[src/rtl/sar_adc_pkg.sv]
package sar_adc_pkg;
  typedef enum logic [1:0] {
    SQ_IDLE   = 2'd0,
    SQ_SETTLE = 2'd1,
    SQ_CONV   = 2'd2
  } sq_state_e;

  // word indices of the register map
  localparam logic [1:0] W_RESULT  = 2'd0;
  localparam logic [1:0] W_STATUS  = 2'd1;
  localparam logic [1:0] W_CONTROL = 2'd2;
  localparam logic [1:0] W_DELAY   = 2'd3;

  localparam int CH_W    = 3;
  localparam int DLY_W   = 6;
  localparam int WR_W    = 7;
  localparam int B_PWR   = 3;
  localparam int B_SPARE = 4;
  localparam int B_IE    = 5;
  localparam int B_FLAG  = 6;
endpackage

[src/rtl/sar_tick_gen.sv]
module sar_tick_gen #(
  parameter int DIV = 4
) (
  input  logic clk,
  input  logic rst_n,
  input  logic clr,
  output logic tick
);
  localparam int CNT_W = (DIV > 1) ? $clog2(DIV) : 1;
  localparam logic [CNT_W-1:0] LAST = CNT_W'(DIV - 1);

  logic [CNT_W-1:0] cnt_q, cnt_d;

  assign tick = (cnt_q == LAST);

  always_comb begin
    cnt_d = cnt_q + 1'b1;
    if (clr || tick) cnt_d = '0;
  end

  always_ff @(posedge clk or negedge rst_n) begin
    if (!rst_n) cnt_q <= '0;
    else        cnt_q <= cnt_d;
  end

  generate
    if (DIV > 1) begin : g_single
      assert_tick_single_R5: assert property (@(posedge clk) disable iff (!rst_n)
        tick |=> !tick);
    end
  endgenerate
endmodule

[src/rtl/sar_core.sv]
module sar_core #(
  parameter int RES = 10
) (
  input  logic           clk,
  input  logic           rst_n,
  input  logic           start,
  input  logic           step,
  input  logic           cmp,
  output logic [RES-1:0] trial,
  output logic [RES-1:0] res_now,
  output logic           last
);
  localparam int IDX_W = (RES > 1) ? $clog2(RES) : 1;
  localparam logic [IDX_W-1:0] TOP = IDX_W'(RES - 1);

  logic [RES-1:0]   acc_q, acc_d;
  logic [IDX_W-1:0] idx_q, idx_d;

  assign trial   = acc_q | (RES'(1) << idx_q);
  assign res_now = cmp ? trial : acc_q;
  assign last    = (idx_q == '0);

  always_comb begin
    acc_d = acc_q;
    idx_d = idx_q;
    if (start) begin
      acc_d = '0;
      idx_d = TOP;
    end else if (step) begin
      acc_d = res_now;
      if (!last) idx_d = idx_q - 1'b1;
    end
  end

  always_ff @(posedge clk or negedge rst_n) begin
    if (!rst_n) begin
      acc_q <= '0;
      idx_q <= TOP;
    end else begin
      acc_q <= acc_d;
      idx_q <= idx_d;
    end
  end

  assert_msb_first_R6: assert property (@(posedge clk) disable iff (!rst_n)
    (step && !start && !last) |=> (idx_q == $past(idx_q) - 1'b1));
endmodule

[src/rtl/sar_seq.sv]
module sar_seq
  import sar_adc_pkg::*;
(
  input  logic             clk,
  input  logic             rst_n,
  input  logic             start,
  input  logic             abort,
  input  logic             tick,
  input  logic [DLY_W-1:0] dly,
  input  logic             last,
  output logic             busy,
  output logic             step,
  output logic             done
);
  sq_state_e        st_q, st_d;
  logic [DLY_W-1:0] cnt_q, cnt_d;

  assign busy = (st_q != SQ_IDLE);
  assign step = (st_q == SQ_CONV) && tick && !abort;
  assign done = step && last;

  always_comb begin
    st_d  = st_q;
    cnt_d = cnt_q;
    unique case (st_q)
      SQ_IDLE: begin
        if (start) begin
          st_d  = SQ_SETTLE;
          cnt_d = dly;
        end
      end
      SQ_SETTLE: begin
        if (abort)                  st_d  = SQ_IDLE;
        else if (tick && cnt_q == '0) st_d = SQ_CONV;
        else if (tick)              cnt_d = cnt_q - 1'b1;
      end
      SQ_CONV: begin
        if (abort || done) st_d = SQ_IDLE;
      end
      default: st_d = SQ_IDLE;
    endcase
  end

  always_ff @(posedge clk or negedge rst_n) begin
    if (!rst_n) begin
      st_q  <= SQ_IDLE;
      cnt_q <= '0;
    end else begin
      st_q  <= st_d;
      cnt_q <= cnt_d;
    end
  end

  assert_settle_hold_R5: assert property (@(posedge clk) disable iff (!rst_n)
    (st_q == SQ_SETTLE && tick && cnt_q != '0 && !abort) |=> (st_q == SQ_SETTLE));
endmodule

[src/rtl/sar_adc_ctrl.sv]
module sar_adc_ctrl
  import sar_adc_pkg::*;
#(
  parameter int RES_BITS = 10,
  parameter int TICK_DIV = 4
) (
  input  logic                clk,
  input  logic                rst_n,
  input  logic                bus_wr,
  input  logic [1:0]          bus_word,
  input  logic [WR_W-1:0]     bus_wdata,
  output logic [31:0]         bus_rdata,
  input  logic                cmp_in,
  output logic [CH_W-1:0]     chan_sel,
  output logic                adc_pwr,
  output logic [RES_BITS-1:0] dac_code,
  output logic                irq
);
  // reset: asynchronous assert, synchronous release
  logic rs_q1, rs_q2, rst_s;
  always_ff @(posedge clk or negedge rst_n) begin
    if (!rst_n) begin
      rs_q1 <= 1'b0;
      rs_q2 <= 1'b0;
    end else begin
      rs_q1 <= 1'b1;
      rs_q2 <= rs_q1;
    end
  end
  assign rst_s = rs_q2;

  logic [CH_W-1:0]     chan_q, chan_d;
  logic                pwr_q, pwr_d, spare_q, spare_d, ie_q, ie_d, flag_q, flag_d;
  logic [DLY_W-1:0]    dly_q, dly_d;
  logic [RES_BITS-1:0] data_q, data_d, res_now;
  logic                busy, step, done, last, tick;
  logic                wr_ctl, acc_ctl, start, abort;

  assign wr_ctl  = bus_wr && (bus_word == W_CONTROL);
  assign acc_ctl = wr_ctl && !(busy && bus_wdata[B_PWR]);
  assign start   = acc_ctl && bus_wdata[B_PWR];
  assign abort   = acc_ctl && !bus_wdata[B_PWR] && busy;

  sar_tick_gen #(.DIV(TICK_DIV)) u_tick (
    .clk(clk), .rst_n(rst_s), .clr(start), .tick(tick)
  );

  sar_seq u_seq (
    .clk(clk), .rst_n(rst_s), .start(start), .abort(abort), .tick(tick),
    .dly(dly_q), .last(last), .busy(busy), .step(step), .done(done)
  );

  sar_core #(.RES(RES_BITS)) u_core (
    .clk(clk), .rst_n(rst_s), .start(start), .step(step), .cmp(cmp_in),
    .trial(dac_code), .res_now(res_now), .last(last)
  );

  always_comb begin
    chan_d  = chan_q;
    pwr_d   = pwr_q;
    spare_d = spare_q;
    ie_d    = ie_q;
    flag_d  = flag_q;
    dly_d   = dly_q;
    data_d  = data_q;
    if (acc_ctl) begin
      chan_d  = bus_wdata[CH_W-1:0];
      pwr_d   = bus_wdata[B_PWR];
      spare_d = bus_wdata[B_SPARE];
      ie_d    = bus_wdata[B_IE];
      flag_d  = flag_q && bus_wdata[B_FLAG];
    end
    if (bus_wr && bus_word == W_DELAY) dly_d = bus_wdata[DLY_W-1:0];
    if (done) begin
      data_d = res_now;
      flag_d = 1'b1;
    end
  end

  always_ff @(posedge clk or negedge rst_s) begin
    if (!rst_s) begin
      chan_q  <= '0;
      pwr_q   <= 1'b0;
      spare_q <= 1'b0;
      ie_q    <= 1'b0;
      flag_q  <= 1'b0;
      dly_q   <= '0;
      data_q  <= '0;
    end else begin
      chan_q  <= chan_d;
      pwr_q   <= pwr_d;
      spare_q <= spare_d;
      ie_q    <= ie_d;
      flag_q  <= flag_d;
      dly_q   <= dly_d;
      data_q  <= data_d;
    end
  end

  always_comb begin
    bus_rdata = '0;
    unique case (bus_word)
      W_RESULT:  bus_rdata[RES_BITS-1:0] = data_q;
      W_STATUS:  bus_rdata[0] = busy;
      W_CONTROL: bus_rdata[B_FLAG:0] = {flag_q, ie_q, spare_q, pwr_q, chan_q};
      default:   bus_rdata[DLY_W-1:0] = dly_q;
    endcase
  end

  assign chan_sel = chan_q;
  assign adc_pwr  = pwr_q;
  assign irq      = flag_q && ie_q;

  assert_done_flag_R7: assert property (@(posedge clk) disable iff (!rst_s)
    done |=> (flag_q && !busy));

  assert_zero_write_R9: assert property (@(posedge clk) disable iff (!rst_s)
    (wr_ctl && bus_wdata == '0) |=> (!busy && !irq && !adc_pwr));

  assert_chan_hold_R10: assert property (@(posedge clk) disable iff (!rst_s)
    busy |=> (!busy || $stable(chan_sel)));
endmodule

[config.mk]
export PLATFORM = sky130hd
export DESIGN_NAME = sar_adc_ctrl
export DESIGN_NICKNAME = d
export VERILOG_FILES = /design/src/rtl/sar_adc_pkg.sv /design/src/rtl/sar_tick_gen.sv /design/src/rtl/sar_core.sv /design/src/rtl/sar_seq.sv /design/src/rtl/sar_adc_ctrl.sv
export SDC_FILE = /design/constraint.sdc
export NUM_CORES = 1
export LEC_CHECK = 0
export ABC_AREA = 0
export BUFFER_PORTS_ARGS = -buffer_cell sky130_fd_sc_hd__buf_2
export CAP_MARGIN = 20
export CORE_MARGIN = 2
export CORE_UTILIZATION = 55
export CTS_BUF_LIST = sky130_fd_sc_hd__clkbuf_4
export DETAILED_ROUTE_END_ITERATION = 8
export PLACE_DENSITY_LB_ADDON = 0.15
export SYNTH_ARGS = -nofsm -noshare
export SYNTH_HDL_FRONTEND = slang
export SYNTH_SLANG_ARGS = --single-unit
[constraint.sdc]
create_clock -name clk -period 5.4 [get_ports clk]
set_clock_uncertainty 0.05 [all_clocks]
set_input_delay 1.62 -clock clk [delete_from_list [all_inputs] [get_ports clk]]
set_output_delay 1.62 -clock clk [all_outputs]
set_load 0.05 [all_outputs]
* Yosys cells after proc, flatten, opt, wreduce, memory -nomap -nowiden
Index checks and enable logic that the tools add are counted.
** Operators by class
- Add/sub/neg operators :: 3
- Equal/unequal tests :: 13
- Shift operators :: 1
- Muxes and demuxes :: 23
- Bitwise logic cells :: 1
- Reduce and logical (&&, ||, !) cells :: 29
** Operator list (count)
- 10-bit 2-to-1 mux :: 3
- 6-bit 2-to-1 mux :: 4
- 5-bit case mux with 3 select lines :: 1
- 1-bit logical AND :: 13
- 4-bit 2-to-1 mux :: 3
- 6-bit case mux with 2 select lines :: 1
- 2-bit 2-to-1 mux :: 5
- 2-bit inequality test (second input constant) :: 5
- 10-bit bitwise OR :: 1
- 1-bit by 4-bit << shifter with 10-bit output (first input constant) :: 1
- 2-bit == test (second input constant) :: 4
- 2-bit nonzero test :: 4
- 6-bit zero test :: 1
- 2-bit case mux with 3 select lines :: 1
- 6-bit by 1-bit subtractor with 6-bit output (second input constant) :: 1
- 5-bit AND reduction :: 1
- 2-bit by 1-bit == test with 1-bit output (second input constant) :: 2
- 2-bit zero test :: 2
- 4-bit zero test :: 1
- 4-bit by 1-bit subtractor with 4-bit output (second input constant) :: 1
- 1-bit zero test :: 3
- 3-bit 2-to-1 mux :: 1
- 3-bit by 1-bit inequality test with 1-bit output (second input constant) :: 1
- 1-bit case mux with 3 select lines :: 1
- other kinds (7) :: 9
** Storage, ports and cells
- Bits in registers :: 49
- Input port bits :: 13
- Output and inout port bits :: 47
- Logic and storage cells :: 84

* Logic depth before layout (Yosys ltp)
- Word-level depth :: 12
- Mapped depth :: 7
- Depth with buffers taken out :: 6

* Hierarchy
A second synthesis with hierarchy kept.
** Second synthesis, totals
- Cells, all modules :: 262
- Area, all modules :: 2867.8 um^2
** By module, submodules not included
- sar_adc_ctrl :: instances 1, cells each 100, area an instance 1303.8 um^2, sequential area each 625.6 um^2
- sar_core :: instances 1, cells each 91, area an instance 878.3 um^2, sequential area each 352.8 um^2
- sar_seq :: instances 1, cells each 66, area an instance 600.6 um^2, sequential area each 200.2 um^2
- sar_tick_gen :: instances 1, cells each 5, area an instance 85.1 um^2, sequential area each 50.0 um^2

* Worst setup path after synthesis
No wires, ideal clock.
- Kind :: input to output
- From :: input bus_word[1]
- To :: output bus_rdata[3]
- Data arrival time :: 3.006 ns
- Required time :: 3.730 ns
- Slack :: 0.724 ns
- Stages :: 3
- Path buffers :: 1
- Cell sequence :: buf_4 > mux2i_1 > o21ai_0
** Between the ends
- Word-level cells in the longest chain between the ends :: 2
- Elaborated cells on any way between the ends :: 4
- Those cells by class :: 2 x eq/ne; 1 x mux; 1 x reduce/logical
** RTL lines
- start, declared :: RTL line sar_adc_ctrl.sv:10 : input logic [1:0] bus_word,
- 2-bit == test (tied with other cells) :: RTL line sar_adc_ctrl.sv:102 : unique case (bus_word)
- 5-bit case mux with 3 select lines * :: RTL line sar_adc_ctrl.sv:102
- end, declared :: RTL line sar_adc_ctrl.sv:12 : output logic [31:0] bus_rdata,
Every way passes the cells marked *; elsewhere a longest branch is shown, timed or not.

* Final worst setup path
Ends and elaborated chain as after synthesis.

==> reports/metrics.yaml <==
power:
  power.density_nw_per_um2: 411
  p_switching_mw: 0.546
  irDropWorstVdd_mv: 0.211
  p_sw_share_pct: 45.2
  combPwrFrac_pct: 42.4
  power_frac_seq_pct: 42.1
  clkPwrFrac_pct: 15.5
  leakagePower_nw: 1.49
  total_power_mw: 1.21
  power.internal_mw: 0.662
clock_tree:
  numCtsBuffers: 5
  cts_resized: 0
  max-clock-path-buffers: 2
  ctsHoldBuffers: 0
  clock_latency_ns: 0.38
  cts.sinks: 49
  cts_tree: "built"
  cts_max_level: 2
  clk_pin_slew_ns: 0.16
  clockRootBuffer: "clkbuf_4"
  cts_setup_buffers: 0
drt:
  ant_nets: 0
  drc_errors: 0
  via_per_inst: 5.33
  wl_microns: 5620
  vias: 2031
  wl_per_cell_microns: 14.7
  detail_route.iter0.violations: 120
  drt-pass1-iter-count: 4
logic_synthesis:
  yosys_most_used_dff: "dfrtp_1"
  synth-async-reset-ratio_pct: 100
  yosysSeqAreaShare_pct: 45.2
  synth_seq_cells: 49
  syn_area_sq_um: 2720
  yosysTopAreaCell: "dfrtp_1"
  yosys_warnings: 0
  synth_top_area_share_pct: 43.3
  synth_cells: 278
  avgSynthCellArea_sq_um: 9.77
  synth_edf_count: 0
  synthTopCellsByArea: "dfrtp_1, buf_4, mux2_2, o21ai_0, nand2_1"
  ys_types: 44
final_layout:
  area_growth_pct: 8.11
  nets: 334
  fin_cells: 381
  final_util_pct: 61.8
  drive_gt1_share_pct: 22.9
  antenna_cells: 0
  fin_area_sq_um: 2940
worst_setup_path:
  path_max_fanout: 12
  crit_path_start_kind: "primary input"
  cpLargestDelayFamily: "buffers and inverters"
  critPathKind: "primary input to primary output"
  cpMaxStageDelayCell: "and2_0"
  worstPathCellList: "buf_2 > and2_0 > nand2_1 > o21ai_0 > buf_2"
  cp.arrival_ns: 2.73
  end_kind: "primary output"
  slowest_delay_ns: 0.39
  required_ns: 3.73
  critical_path.most_common_cell: "buf_2"
  path_buf_inv: 2
floorplanning:
  core_sq_um: 4750
  initial_core_util_pct: 57.1
  num_rows: 25
  die_area_sq_um: 5520
  die_h_microns: 74.3
  ios: 60
  die-width_microns: 74.3
global_route:
  grt_usage_pct: 21.4
  grt_overflow: 0
  grt_pass1_wl_microns: 9010
  grt_pass1_vias: 1868
  grt_max_degree: 48
  antenna_found_initial: 0
sta:
  finalSetupViolCount: 0
  fmaxAchievable_mhz: 227
  hold_viol: 0
  max_slew_margin_pct: 59.1
  min_period_ns: 4.40
  setup-tns-final_ns: 0
  fin_crit_sh_pct: 81.5
  slew_violations: 0
  rsz0062_at_grt: "false"
  worst_slew_pin_slew_ns: 0.611
place:
  io_buffers: 37
  post-dp-hpwl_microns: 4150
  dp_cells: 372
  placed_area_sq_um: 2850
  gp_congestion: 0.899
outcome:
  status: "complete, no violations"
run:
  cap_viol_max_count: 0
hold_path:
  hp-class: "flop to asynchronous set/reset pin"
path summary, 6_finish.rpt:
path	slack [ns]	cells past startpoint	start	end
max in group asynchronous	4.26	1	rst_n	rs_q2
hold reg to reg	0.08	0	rs_q2	chan_sel[1]
min in group clk	0.33	0	rs_q1	rs_q2
setup reg to reg	3.19	6	u_core.idx_q[1]	data_q[7]
setup / recovery	1.0	5	bus_word[1]	bus_rdata[3]
hold / removal	0.08	0	rs_q2	chan_sel[1]
power by group through the flow:
stage	sequential (mW)	clock, mW	combinational (mW)
after floorplan	0.534	0	0.396
after global placement	0.519	0	0.500
after detailed placement	0.519	0	0.506
after CTS	0.512	0.190	0.507
after global routing	0.520	0.206	0.557
final	0.508	0.187	0.512
cell type report:
cell class                      instances  area, sq um
Clock inverter                          3         25.0
Fill cell                             433         1820
Tap cell                               67         83.8
Clock buffer                            5         37.5
Timing Repair Buffer                   38          205
Inverter                               11         41.3
Sequential cell                        49         1230
Multi-Input combinational cell        208         1310
layer usage:
layer / wire length [microns] / track usage (%)
met2: 2650 / 34.3
met4: 56 / 4.96
met5: 0 / 0
met1: 2670 / 30.7
met3: 243 / 3.66
cell usage after synthesis, drive strengths merged (2+ instances only):
cell	n
nand2	31
dfstp	2
a211oi	3
or3b	2
a21o	9
nor2	19
buf	27
o211ai	2
o21ai	25
nand2b	4
nand3	6
and2	5
nor3	10
and3	2
clkbuf	4
ha	8
a31oi	2
inv	11
mux2	11
nor2b	2
a21oi	16
mux2i	11
and3b	3
conb	2
dfrtp	47
o32ai	2
nor3b	2
kinds of logic (layout without fill, tap and decap cells):
kind of cell | count (synthesis) | after routing | share of synthesized area [%]
and+or+nand+nor | 91 | 91 | 17.1
AOI/OAI and AO/OA | 63 | 63 | 14.9
DFF | 49 | 49 | 45.2
buffers and inverters | 42 | 57 | 9.30
muxes | 23 | 23 | 9.44
adders and majority gates | 8 | 8 | 3.69
other | 2 | 23 | 0.276
registers in the layout, indices dropped and copies added, names as in the netlist, 2 cells and up:
name and cells:
u_seq.cnt_q 6, data_q 10, u_core.acc_q 10, u_tick.cnt_q 2, u_seq.st_q 2, dly_q 6, chan_sel 3, u_core.idx_q 4
worst register-to-register path, cell delays in order, from the launching register on:
cell and delay, ns:
dfrtp_1 0.46, inv_1 0.13, ha_1 0.28, nor3b_1 0.35
nand3_1 0.52, nand2_1 0.22, o21ai_0 0.10
per-stage QoR:
step	hold slack (ns)	worst slack (ns)
2_1_floorplan	0.281	0.724
3_3_place_gp	0.286	1.02
3_5_place_dp	0.297	1.01
4_1_cts	0.332	1.00
5_1_grt	0.0944	0.884
6_report	0.0809	0.999
layout by cell type, fill, tap and decap left out, drive strengths merged, types with 3 or more instances in the layout:
cell type | synthesis | routed
dfrtp | 47 | 47
buf | 27 | 38
nand2 | 31 | 31
o21ai | 25 | 25
conb | 2 | 23
nor2 | 19 | 19
a21oi | 16 | 16
inv | 11 | 13
mux2i | 11 | 11
mux2 | 11 | 11
nor3 | 10 | 10
a21o | 9 | 9
ha | 8 | 8
nand3 | 6 | 6
clkbuf | 4 | 5
and2 | 5 | 5
nand2b | 4 | 4
and3b | 3 | 3
a211oi | 3 | 3
Power figures use the tool's default switching activity.
